### src/rtl/exc_pkg.sv
// Shared constants and types for the exception status and cause unit.
// Assumes a 32-bit machine word and a 16-bit architectural status field.
package exc_pkg;
    localparam int unsigned STS_W     = 16;  // implemented status bits
    localparam int unsigned STACK_W   = 6;   // three (user, enable) pairs
    localparam int unsigned CODE_W    = 4;   // exception code width
    localparam int unsigned CODE_LSB  = 2;   // code lives in cause[5:2]
    localparam int unsigned PEND_LSB  = 10;  // pending bits start at cause[10]
    localparam int unsigned PEND_MAX  = 6;   // cause[15:10]
    localparam int unsigned MASK_LSB  = 8;   // mask occupies status[15:8]

    localparam logic [CODE_W-1:0] CODE_EXT_INT = 4'd0;
    localparam logic [CODE_W-1:0] CODE_UNDEF   = 4'd10;
    localparam logic [CODE_W-1:0] CODE_OVF     = 4'd12;

    // Bits of the status word that software may load (7:6 stay zero).
    localparam logic [STS_W-1:0] STS_WR_MASK = 16'hFF3F;

    // Outcome of the request arbitration in one cycle.
    typedef struct packed {
        logic              take;
        logic              is_int;
        logic [CODE_W-1:0] code;
    } exc_decision_t;
endpackage

### src/rtl/exc_irq_pending.sv
// Pending-interrupt latch and service selector.
// Each hardware line sets its pending bit while high; the bit holds until the
// interrupt it stands for is serviced. Service clears the lowest-numbered bit
// that is both pending and unmasked. Assumes level-sensitive, synchronous lines.
module exc_irq_pending #(
    parameter int unsigned NUM_IRQ = 5
) (
    input  logic               clk,
    input  logic               rst_n,
    input  logic [NUM_IRQ-1:0] irq_hw,
    input  logic [NUM_IRQ-1:0] mask_hw,
    input  logic               glob_ie,
    input  logic               svc,
    output logic [NUM_IRQ-1:0] pending,
    output logic               int_req
);
    logic [NUM_IRQ-1:0] elig;
    logic [NUM_IRQ-1:0] lowest;
    logic [NUM_IRQ-1:0] clr;

    // Eligible lines and the lowest-numbered one among them.
    always_comb begin
        elig    = pending & mask_hw;
        lowest  = elig & (~elig + NUM_IRQ'(1));
        int_req = glob_ie & (|elig);
        clr     = svc ? lowest : '0;
    end

    for (genvar i = 0; i < NUM_IRQ; i++) begin : g_line
        // Latch line i; service clears it unless the line is still high.
        always_ff @(posedge clk) begin
            if (!rst_n) begin
                pending[i] <= 1'b0;
            end else begin
                pending[i] <= (pending[i] & ~clr[i]) | irq_hw[i];
            end
        end
    end
endmodule

### src/rtl/exc_prio_sel.sv
// Fixed-priority arbitration of exception requests.
// Order: undefined instruction, then overflow, then external interrupt.
// Purely combinational; the interrupt request arrives already qualified.
module exc_prio_sel
    import exc_pkg::*;
(
    input  logic          req_undef,
    input  logic          req_ovf,
    input  logic          int_req,
    output exc_decision_t dec
);
    // Pick the winning source and its code.
    always_comb begin
        dec = '{take: 1'b0, is_int: 1'b0, code: CODE_EXT_INT};
        if (req_undef) begin
            dec.take = 1'b1;
            dec.code = CODE_UNDEF;
        end else if (req_ovf) begin
            dec.take = 1'b1;
            dec.code = CODE_OVF;
        end else if (int_req) begin
            dec.take   = 1'b1;
            dec.is_int = 1'b1;
            dec.code   = CODE_EXT_INT;
        end
    end
endmodule

### src/rtl/exc_status_stack.sv
// Status word with the three-level (user, enable) stack in its low bits.
// Update priority: exception push, then software write, then return pop.
// Bits outside STS_WR_MASK are held at zero.
module exc_status_stack
    import exc_pkg::*;
(
    input  logic             clk,
    input  logic             rst_n,
    input  logic             push,
    input  logic             pop,
    input  logic             wr_en,
    input  logic [STS_W-1:0] wr_data,
    output logic [STS_W-1:0] sts
);
    logic [STS_W-1:0] sts_n;

    // Next status value from the highest-priority action.
    always_comb begin
        sts_n = sts;
        if (push) begin
            sts_n[STACK_W-1:0] = {sts[STACK_W-3:0], 2'b00};
        end else if (wr_en) begin
            sts_n = wr_data & STS_WR_MASK;
        end else if (pop) begin
            sts_n[STACK_W-1:0] = {sts[STACK_W-1 -: 2], sts[STACK_W-1:2]};
        end
    end

    // Status register with synchronous reset to kernel mode, disabled.
    always_ff @(posedge clk) begin
        if (!rst_n) begin
            sts <= '0;
        end else begin
            sts <= sts_n;
        end
    end
endmodule

### src/rtl/exc_status_unit.sv
// Exception status and cause unit (top).
// Accepts traps and interrupts, saves PC - PC_STEP into EPC, records the cause
// code, pushes the status stack and presents the handler address. Assumes
// pc_cur has already been advanced past the faulting instruction, and that
// NUM_HW_IRQ fits in the six cause pending positions.
module exc_status_unit
    import exc_pkg::*;
#(
    parameter int unsigned     XLEN        = 32,
    parameter int unsigned     NUM_HW_IRQ  = 5,
    parameter int unsigned     PC_STEP     = 4,
    parameter logic [XLEN-1:0] HANDLER_VEC = 32'h8000_0080
) (
    input  logic                  clk,
    input  logic                  rst_n,
    input  logic [XLEN-1:0]       pc_cur,
    input  logic                  req_undef,
    input  logic                  req_ovf,
    input  logic [NUM_HW_IRQ-1:0] irq_hw,
    input  logic                  rfe_strobe,
    input  logic                  sts_wr_en,
    input  logic [STS_W-1:0]      sts_wr_data,
    output logic [XLEN-1:0]       status_q,
    output logic [XLEN-1:0]       cause_q,
    output logic [XLEN-1:0]       epc_q,
    output logic [XLEN-1:0]       redirect_pc,
    output logic                  take_exc
);
    localparam logic [XLEN-1:0] PC_REWIND = XLEN'(PC_STEP);

    logic [STS_W-1:0]      sts;
    logic [NUM_HW_IRQ-1:0] pending;
    logic                  int_req;
    exc_decision_t         dec;
    logic [CODE_W-1:0]     code_q;

    exc_irq_pending #(.NUM_IRQ(NUM_HW_IRQ)) u_pend (
        .clk     (clk),
        .rst_n   (rst_n),
        .irq_hw  (irq_hw),
        .mask_hw (sts[PEND_LSB +: NUM_HW_IRQ]),
        .glob_ie (sts[0]),
        .svc     (dec.is_int),
        .pending (pending),
        .int_req (int_req)
    );

    exc_prio_sel u_prio (
        .req_undef (req_undef),
        .req_ovf   (req_ovf),
        .int_req   (int_req),
        .dec       (dec)
    );

    exc_status_stack u_sts (
        .clk     (clk),
        .rst_n   (rst_n),
        .push    (dec.take),
        .pop     (rfe_strobe),
        .wr_en   (sts_wr_en),
        .wr_data (sts_wr_data),
        .sts     (sts)
    );

    // Capture return address and cause code on an accepted exception.
    always_ff @(posedge clk) begin
        if (!rst_n) begin
            epc_q  <= '0;
            code_q <= '0;
        end else if (dec.take) begin
            epc_q  <= pc_cur - PC_REWIND;
            code_q <= dec.code;
        end
    end

    // Assemble the visible words.
    always_comb begin
        status_q                          = '0;
        status_q[STS_W-1:0]               = sts;
        cause_q                           = '0;
        cause_q[CODE_LSB +: CODE_W]       = code_q;
        cause_q[PEND_LSB +: NUM_HW_IRQ]   = pending;
        take_exc                          = dec.take;
        redirect_pc                       = HANDLER_VEC;
    end
endmodule

### config.mk
export PLATFORM = sky130hd
export DESIGN_NAME = exc_status_unit
export DESIGN_NICKNAME = d
export VERILOG_FILES = /design/src/rtl/exc_pkg.sv /design/src/rtl/exc_irq_pending.sv /design/src/rtl/exc_prio_sel.sv /design/src/rtl/exc_status_stack.sv /design/src/rtl/exc_status_unit.sv
export SDC_FILE = /design/constraint.sdc
export NUM_CORES = 1
export LEC_CHECK = 0
export BUFFER_PORTS_ARGS = -buffer_cell sky130_fd_sc_hd__clkbuf_2
export CORE_MARGIN = 2
export CORE_UTILIZATION = 40
export DETAILED_ROUTE_END_ITERATION = 10
export PLACE_DENSITY = 0.71
export SLEW_MARGIN = 20
export SYNTH_ARGS = -nofsm -noshare
export SYNTH_HDL_FRONTEND = slang
export SYNTH_HIERARCHICAL = 1
export SYNTH_SLANG_ARGS = --single-unit
### constraint.sdc
create_clock -name clk -period 2.4 [get_ports clk]
set_clock_uncertainty 0.05 [all_clocks]
set_input_delay 0.12 -clock clk [delete_from_list [all_inputs] [get_ports clk]]
set_output_delay 0.12 -clock clk [all_outputs]
set_load 0.05 [all_outputs]
## After elaboration in Yosys (flattened, before gate mapping)

Index checks and enable logic that the tools add are counted.

- Add/subtract/negate cells: 2
- Mux-type cells: 11
- Bitwise logic cells: 21
- Reductions and logical operators: 6

Operator list:

| cell | count |
|---|---|
| $sub 32x3->32 const B | 1 |
| $mux 6 | 3 |
| $mux 4 | 3 |
| $and 5x5->5 | 2 |
| $not 1->1 | 7 |
| $and 1x1->1 | 6 |
| $add 5x1->5 const B | 1 |
| $mux 5 | 1 |
| $not 5->5 | 1 |
| $or 1x1->1 | 5 |
| $reduce_or 5->1 | 1 |
| $mux 1 | 4 |
| $reduce_bool 2->1 | 2 |
| $reduce_bool 3->1 | 1 |
| $reduce_and 2->1 | 1 |
| $reduce_or 2->1 | 1 |

- Input bits: 59
- Bits in registers: 55

## Logic depth before layout (Yosys ltp)

Gate-level depths: netlist (run 1).

- Depth after elaboration: 10
- Gate-level depth with buffers: 8

## Hierarchy

Netlist (run 1), hierarchy kept.

Modules (own cells, without submodules):

| module | cells each | area an instance (µm²) | sequential area each (µm²) | times used |
|---|---|---|---|---|
| exc_status_unit | 276 | 2303.5 | 720.7 | 1 |
| exc_status_stack | 73 | 620.6 | 280.3 | 1 |
| exc_irq_pending | 30 | 240.2 | 100.1 | 1 |
| exc_prio_sel | 7 | 45.0 | 0.0 | 1 |

## Worst setup path before layout (run 1)

Ideal clock, no wire load.

- Path type: register to register
- Start point: register u_sts.sts[10]
- End point: register code_q[0]
- Path buffers: 2
- Setup slack: -447 ps
- Stages on the path, launching flop included: 9
- Arrival time: 2669 ps
- Period minus slack after synthesis: 2847 ps
- Path through: dfxtp_1 -> a22oi_2 -> and3_4 -> a21boi_2 -> or3_1 -> clkbuf_1 -> buf_1 -> mux2i_1 -> nor2_1

- Longest elaborated chain between the ends: 6

RTL lines:

| item | RTL line | source |
|---|---|---|
| start, declared | exc_status_stack.sv:13 | `output logic [STS_W-1:0] sts` |
| start signal, assigned | exc_status_stack.sv:34 | `sts <= sts_n;` |
| $and 5x5->5 | exc_irq_pending.sv:23 | `elig = pending & mask_hw;` |
| $reduce_or 5->1 | exc_irq_pending.sv:25 | `int_req = glob_ie & (\|elig);` |
| $and 1x1->1 | exc_irq_pending.sv:25 |  |
| net int_req | exc_status_unit.sv:33 | `logic int_req;` |
| $mux 6 | exc_prio_sel.sv:21 | `end else if (int_req) begin` |
| $mux 1 | exc_prio_sel.sv:18 | `end else if (req_ovf) begin` |
| $mux 1 | exc_prio_sel.sv:15 | `if (req_undef) begin` |
| net take_exc | exc_status_unit.sv:27 | `output logic take_exc` |
| end signal, assigned | exc_status_unit.sv:72 | `code_q <= dec.code;` |
| end, declared | exc_status_unit.sv:35 | `logic [CODE_W-1:0] code_q;` |

The timed path passes the listed nets, and every way through them passes these cells.
A chain may end at the register's enable or synchronous reset.

## Worst setup path after layout (run 1)

- Start point: register u_pend.pending[0]
- End point: output take_exc

- Longest elaborated chain between the ends: 6

RTL lines:

| item | RTL line | source |
|---|---|---|
| start, declared | exc_irq_pending.sv:14 | `output logic [NUM_IRQ-1:0] pending,` |
| start signal, assigned by index | exc_irq_pending.sv:35 | `pending[i] <= (pending[i] & ~clr[i]) \| irq_hw[i];` |
| $and 5x5->5 | exc_irq_pending.sv:23 |  |
| $reduce_or 5->1 | exc_irq_pending.sv:25 |  |
| $and 1x1->1 | exc_irq_pending.sv:25 |  |
| net int_req | exc_status_unit.sv:33 |  |
| $mux 6 | exc_prio_sel.sv:21 |  |
| $mux 1 | exc_prio_sel.sv:18 |  |
| $mux 1 | exc_prio_sel.sv:15 |  |
| end, declared | exc_status_unit.sv:27 |  |

The timed path passes the listed nets, and every way through them passes these cells.

==> results of run 1 <==
synthesized netlist by cell type, types with 2 or more instances:
cell type / instances
o211ai_1: 2
o21ai_0: 30
a211oi_1: 6
a21oi_1: 25
a31oi_1: 3
conb_1: 4
nor2_1: 27
nand4_1: 2
inv_1: 5
or4_4: 2
xor2_1: 4
dfxtp_1: 55
or4_1: 3
clkbuf_1: 8
xnor2_1: 20
nor3b_1: 2
a21boi_1: 8
mux2i_1: 12
nor4_2: 2
a311oi_1: 2
nor2b_1: 3
or3_1: 3
nand3_1: 6
buf_2: 3
and3_1: 2
nor3_2: 3
nor3_1: 9
nor4_1: 6
nand2b_1: 3
buf_4: 77
nand2_1: 33
buf_1: 2
through the flow:
step	hold slack [ns]	cell area (um^2)	power (mW)
after CTS	0.002678	3821	2.508
after global placement	0.2858	3578	1.765
after detailed placement	0.2891	3578	1.771
after global routing	0.004464	3821	2.595
final	0.01055	3821	2.488
after floorplan	0.1692	3485	1.702
report_power, final:
group | total, mW | internal (mW) | switching [mW]
Sequential | 1.01 | 0.971 | 0.0351
Clock | 0.722 | 0.417 | 0.305
Combinational | 0.759 | 0.153 | 0.606
critical path: stages, from the launching register on:
cell and delay [ns]:
dfxtp_2 0.35, a22oi_2 0.23, and3_4 0.23, a21boi_2 0.06, or3_4 0.47, buf_4 0.25, buf_2 0.23
state kept, by name, summed over array words and instances (netlist names):
signal	flops
u_sts/sts	14
u_pend/pending	5
epc_q	32
code_q	4
logic make-up (layout without fill, tap and decap cells):
kind of cell | after synthesis | after routing | synth area share
buffers and inverters | 96 | 140 | 0.2039
muxes | 12 | 12 | 0.03743
DFF | 55 | 55 | 0.3431
xor gates and xnor gates | 24 | 24 | 0.06550
AOI/OAI and AO/OA | 81 | 81 | 0.1493
and+or+nand+nor | 113 | 113 | 0.1922
adders and majority gates | 1 | 1 | 0.003898
other | 4 | 74 | 0.004677
repair_timing:
action	in CTS	in global routing
gates resized for setup	0	1
hold buffers	11	0
hold endpoints to repair	11	0
setup endpoints to repair	0	1
area by class of cell:
cell class	count	area, um^2
multi-input cells	305	1722
well taps	102	127.6
flip-flops and latches	55	1107
inverters	5	18.77
clock inverters	2	60.06
fillers	752	3946
repair buffers	127	713.2
clock buffers	6	72.57
worst max path at each step:
stage | from | end | slack (ns) | cells past startpoint
2_1_floorplan | u_pend/pending[2] | code_q[0] | 0.11 | 8
3_3_place_gp | pc_cur[2] | epc_q[26] | 0.22 | 8
3_5_place_dp | pc_cur[2] | epc_q[26] | 0.20 | 8
4_1_cts | u_pend/pending[0] | take_exc | 0.08 | 6
5_1_grt | u_pend/pending[0] | take_exc | 0.02 | 6
6_report | u_pend/pending[0] | take_exc | 0.11 | 6
layer usage:
metal / global-route usage / routed length (um)
met3: 0.04190 / 630
met2: 0.2746 / 3507
met5: 0 / 0
met4: 0.03261 / 25
met1: 0.1967 / 3296
==> reports/qor.yml, run 1 <==
synth_edf_count: 0
grt_antenna_before_repair: 0
final_common_cell: "clkbuf_2"
worst-endpoint-required_ns: 2.23
regToRegSetupSlack_ns: 0.36
hold_path_class: "in2reg"
cp.arrival_ns: 2.12
grt_max_degree: 34
ys.flop_type: "dfxtp_1"
post-cts-setup-buffers: 0
drtIter0Drc: 74
dr.pass1.iters: 4
r2r_start: "u_pend/pending[0]"
core_um2: 7767
syn_area_per_cell_um2: 8.314
start_kind: "flop"
rr_endpoint: "u_sts/sts[10]"
max_clock_freq_ghz: 0.4374
slew_violations: 0
min_to: "epc_q[0]"
synthTopCellsByArea: "dfxtp_1, buf_4, xnor2_1"
final_antenna_net_count: 0
min_period_over_period: 0.9525
irDropWorstVdd_v: 0.0003146
post-route-util: 0.4919
worstSkewPairLatency_ns: 0.30
period_needed_ns: 2.286
hp-start: "pc_cur[0]"
clk_pin_slew_worst_paths_ns: 0.10
synth-seq-area-share: 0.3431
power.static_leakage_nw: 1.744
synth_top_area_frac: 0.3431
cts_buffers: 5
setup_viol: 0
numPortBuffers: 112
yosysWarningCount: 6
worstSetupPathType: "reg2out"
grt_pass1_vias: 2383
die_w_um: 93.57
globalRoute.totalOverflow: 0
drcViolationCount: 0
fin_tns_setup_ns: 0
crit_fanout: 23
ys_seq_elements: 55
rows: 32
status: "complete, no violations"
synth-async-reset-ratio: 0
syn-cell-area_um2: 3209
initial_core_util: 0.4132
relSlewSlack: 0.6105
hold_violations: 0
htree_levels: 2
dp_cells: 583
ys_types: 46
viasPerCell: 4.641
syn2layout_area_growth_pct: 19.06
clock-sinks: 55
num_vias: 2794
gr-usage-all-layers: 0.1579
r2r_cells: 7
end_kind: "output pin"
wire_per_inst_um: 12.39
place_ws_ns: 0.1994
fin_cells: 602
whs_path_depth: 3
wirelength_mm: 7.459
fin_nets: 559
dp_hpwl_mm: 5.656
cts_buffer_depth: 2
pwr_density_cell_nw_per_um2: 651.0
fp.dieH_um: 93.57
synthCells: 386
die_area_um2: 8755
yosys.area.top_type: "dfxtp_1"
n_antenna_cell: 0
rsz0062_at_grt: "false"
final_cell_mix: "clkbuf_2, conb_1, dfxtp_1"
finalWorstSetupSlack_ns: 0.1140
cts_root_buffer: "clkbuf_8"
drive_gt1_frac: 0.2860
grt_pass1_wl_mm: 11.10
cts_tree: "done"
place_congestion: 0.7880
io_pins: 188
drv_cap: 0
worst_pin_slew_ns: 0.5830
(Power assumes the default switching activity.)
==> run 2, diff against run 1 <==
--- a/config.mk
+++ b/config.mk
@@ -6,6 +6,8 @@
 export NUM_CORES = 1
 export LEC_CHECK = 0
 export BUFFER_PORTS_ARGS = -buffer_cell sky130_fd_sc_hd__clkbuf_2
+export CAP_MARGIN = 40
+export CORE_ASPECT_RATIO = 0.6
 export CORE_MARGIN = 2
 export CORE_UTILIZATION = 40
 export DETAILED_ROUTE_END_ITERATION = 10
==> constraint.sdc (replaced) <==
create_clock -name clk -period 2.4 [get_ports clk]
set_clock_uncertainty 0.05 [all_clocks]
set_input_delay 0.36 -clock clk [delete_from_list [all_inputs] [get_ports clk]]
set_output_delay 0.36 -clock clk [all_outputs]
set_load 0.05 [all_outputs]
==> run 2 against run 1 <==
Effect of this change:
- global-route usage is 0.64 points higher
- routed wire length is 2.6% higher
- power is 5.2% higher
- fmax is 0.43% lower
- flip-flop and latch count stayed put
- first-iteration DRC count is 92% higher
- cell count is 0.17% higher
- utilization is 0.51 points lower
- combinational power is 1% lower
- register-to-register slack worse by 0.10 ns
- critical endpoint unchanged
- largest power group unchanged
==> reports/qor.yml, run 2 (same netlist as run 1, synthesis figures left out) <==
status: "complete, no violations"
grt_pass1_wl_mm: 11.41
cts_buffer_depth: 2
fin_tns_setup_ns: 0
globalRoute.totalOverflow: 0
regToRegSetupSlack_ns: 0.26
hold_path_class: "in2reg"
rr_endpoint: "u_sts/sts[3]"
r2r_cells: 8
dp_cells: 593
slew_violations: 0
grt_antenna_before_repair: 0
fin_cells: 603
fp.dieH_um: 73.39
n_antenna_cell: 0
numPortBuffers: 112
clk_pin_slew_worst_paths_ns: 0.07
worst-endpoint-required_ns: 1.99
worstSkewPairLatency_ns: 0.30
min_period_over_period: 0.9566
cts_buffers: 5
cts_root_buffer: "clkbuf_16"
relSlewSlack: 0.6586
postPlaceCellArea_um2: 3616
top_regs: "epc_q: 32 flops, u_sts/sts: 14 flops, u_pend/pending: 5 flops"
drcViolationCount: 0
hold_ws_ns: 0.2250
wire_per_inst_um: 12.70
ctsHoldBuffers: 0
die_w_um: 119.6
min_to: "u_sts/sts[12]"
htree_levels: 2
largest_reg_flops: 32
grt_max_degree: 54
rsz0062_at_grt: "false"
drtIter0Drc: 142
viasPerCell: 4.547
place_ws_ns: 0.05222
cp.arrival_ns: 1.89
final_antenna_net_count: 0
irDropWorstVdd_v: 0.0002938
final_cell_mix: "clkbuf_2, conb_1, dfxtp_1"
fin_nets: 554
final_common_cell: "clkbuf_2"
num_vias: 2742
end_kind: "output pin"
wirelength_mm: 7.656
power.static_leakage_nw: 1.748
core_um2: 7820
post-route-util: 0.4869
whs_path_depth: 3
crit_fanout: 5
syn2layout_area_growth_pct: 18.64
grt_pass1_vias: 2387
dr.pass1.iters: 4
worst_pin_slew_ns: 0.5074
pwr_density_cell_nw_per_um2: 687.3
rows: 25
drv_cap: 0
hold_violations: 0
io_pins: 188
initial_core_util: 0.4104
finalPower_mw: 2.617
finalWorstSetupSlack_ns: 0.1042
period_needed_ns: 2.296
r2r_start: "u_pend/pending[0]"
fin_area_um2: 3807
setup_viol: 0
start_kind: "flop"
clock-sinks: 55
max_clock_freq_ghz: 0.4356
worstSetupPathType: "reg2out"
gr-usage-all-layers: 0.1644
dp_hpwl_mm: 5.867
hp-start: "sts_wr_data[12]"
place_congestion: 0.8624
cts_tree: "done"
drive_gt1_frac: 0.3030
largest_register: "epc_q"
die_area_um2: 8780
==> run 2: cell types whose count changed in the layout (fill, tap and decap cells not counted), sizes merged <==
cell	before	now
dlygate4sd3	11	0
buf	5	9
clkbuf	117	118
or3	4	5
bufinv	2	1
clkinv	0	1
==> run 2: routing by layer <==
metal	routed length (um)	vias up	global-route usage	share of wire
li1	-	1389	-	-
met1	3541	1257	0.2151	0.46
met2	3370	91	0.2565	0.44
met3	694	5	0.06522	0.091
met4	49	0	0.03922	0.0064
met5	0	-	0	0
==> run 2: timing repair <==
| action | CTS | global route |
|---|---|---|
| buffers inserted | 0 | 1 |
| endpoints found under the hold margin | 0 | 0 |
| setup endpoints to repair | 0 | 1 |
| resized for setup | 0 | 2 |
==> run 2: worst max-delay path, stage by stage (launching register included) <==
cell and delay [ns]:
dfxtp_2 0.34, a22oi_2 0.25, and3_4 0.24, a21boi_2 0.09, or3_4 0.44, clkbuf_4 0.23
==> run 2: worst max-delay path by stage <==
stage	startpoint	end	slack (ns)	cells after the start
after floorplan	u_pend/pending[2]	code_q[0]	0.11	8
after global placement	pc_cur[2]	epc_q[26]	0.08	8
after detailed placement	pc_cur[2]	epc_q[26]	0.05	8
after CTS	u_pend/pending[0]	take_exc	0.05	5
after global routing	u_pend/pending[0]	take_exc	0.01	5
final	u_pend/pending[0]	take_exc	0.10	5
==> run 2: cell type report <==
cell class                 instances  area, um^2
multi-input combinational        306        1729
clock inverter                     2       35.03
timing repair buffer             121       643.1
fill                             792        4013
sequential                        55        1107
tap                              108       135.1
clock buffer                       6       138.9
inverter                           5       18.77
==> run 2: where the power goes <==
group          total (mW)  internal [mW]  switching (mW)  leakage, nW
Combinational       0.750          0.144           0.605         1.20
Clock               0.863          0.520           0.343       0.0868
Sequential           1.00          0.971          0.0327        0.457
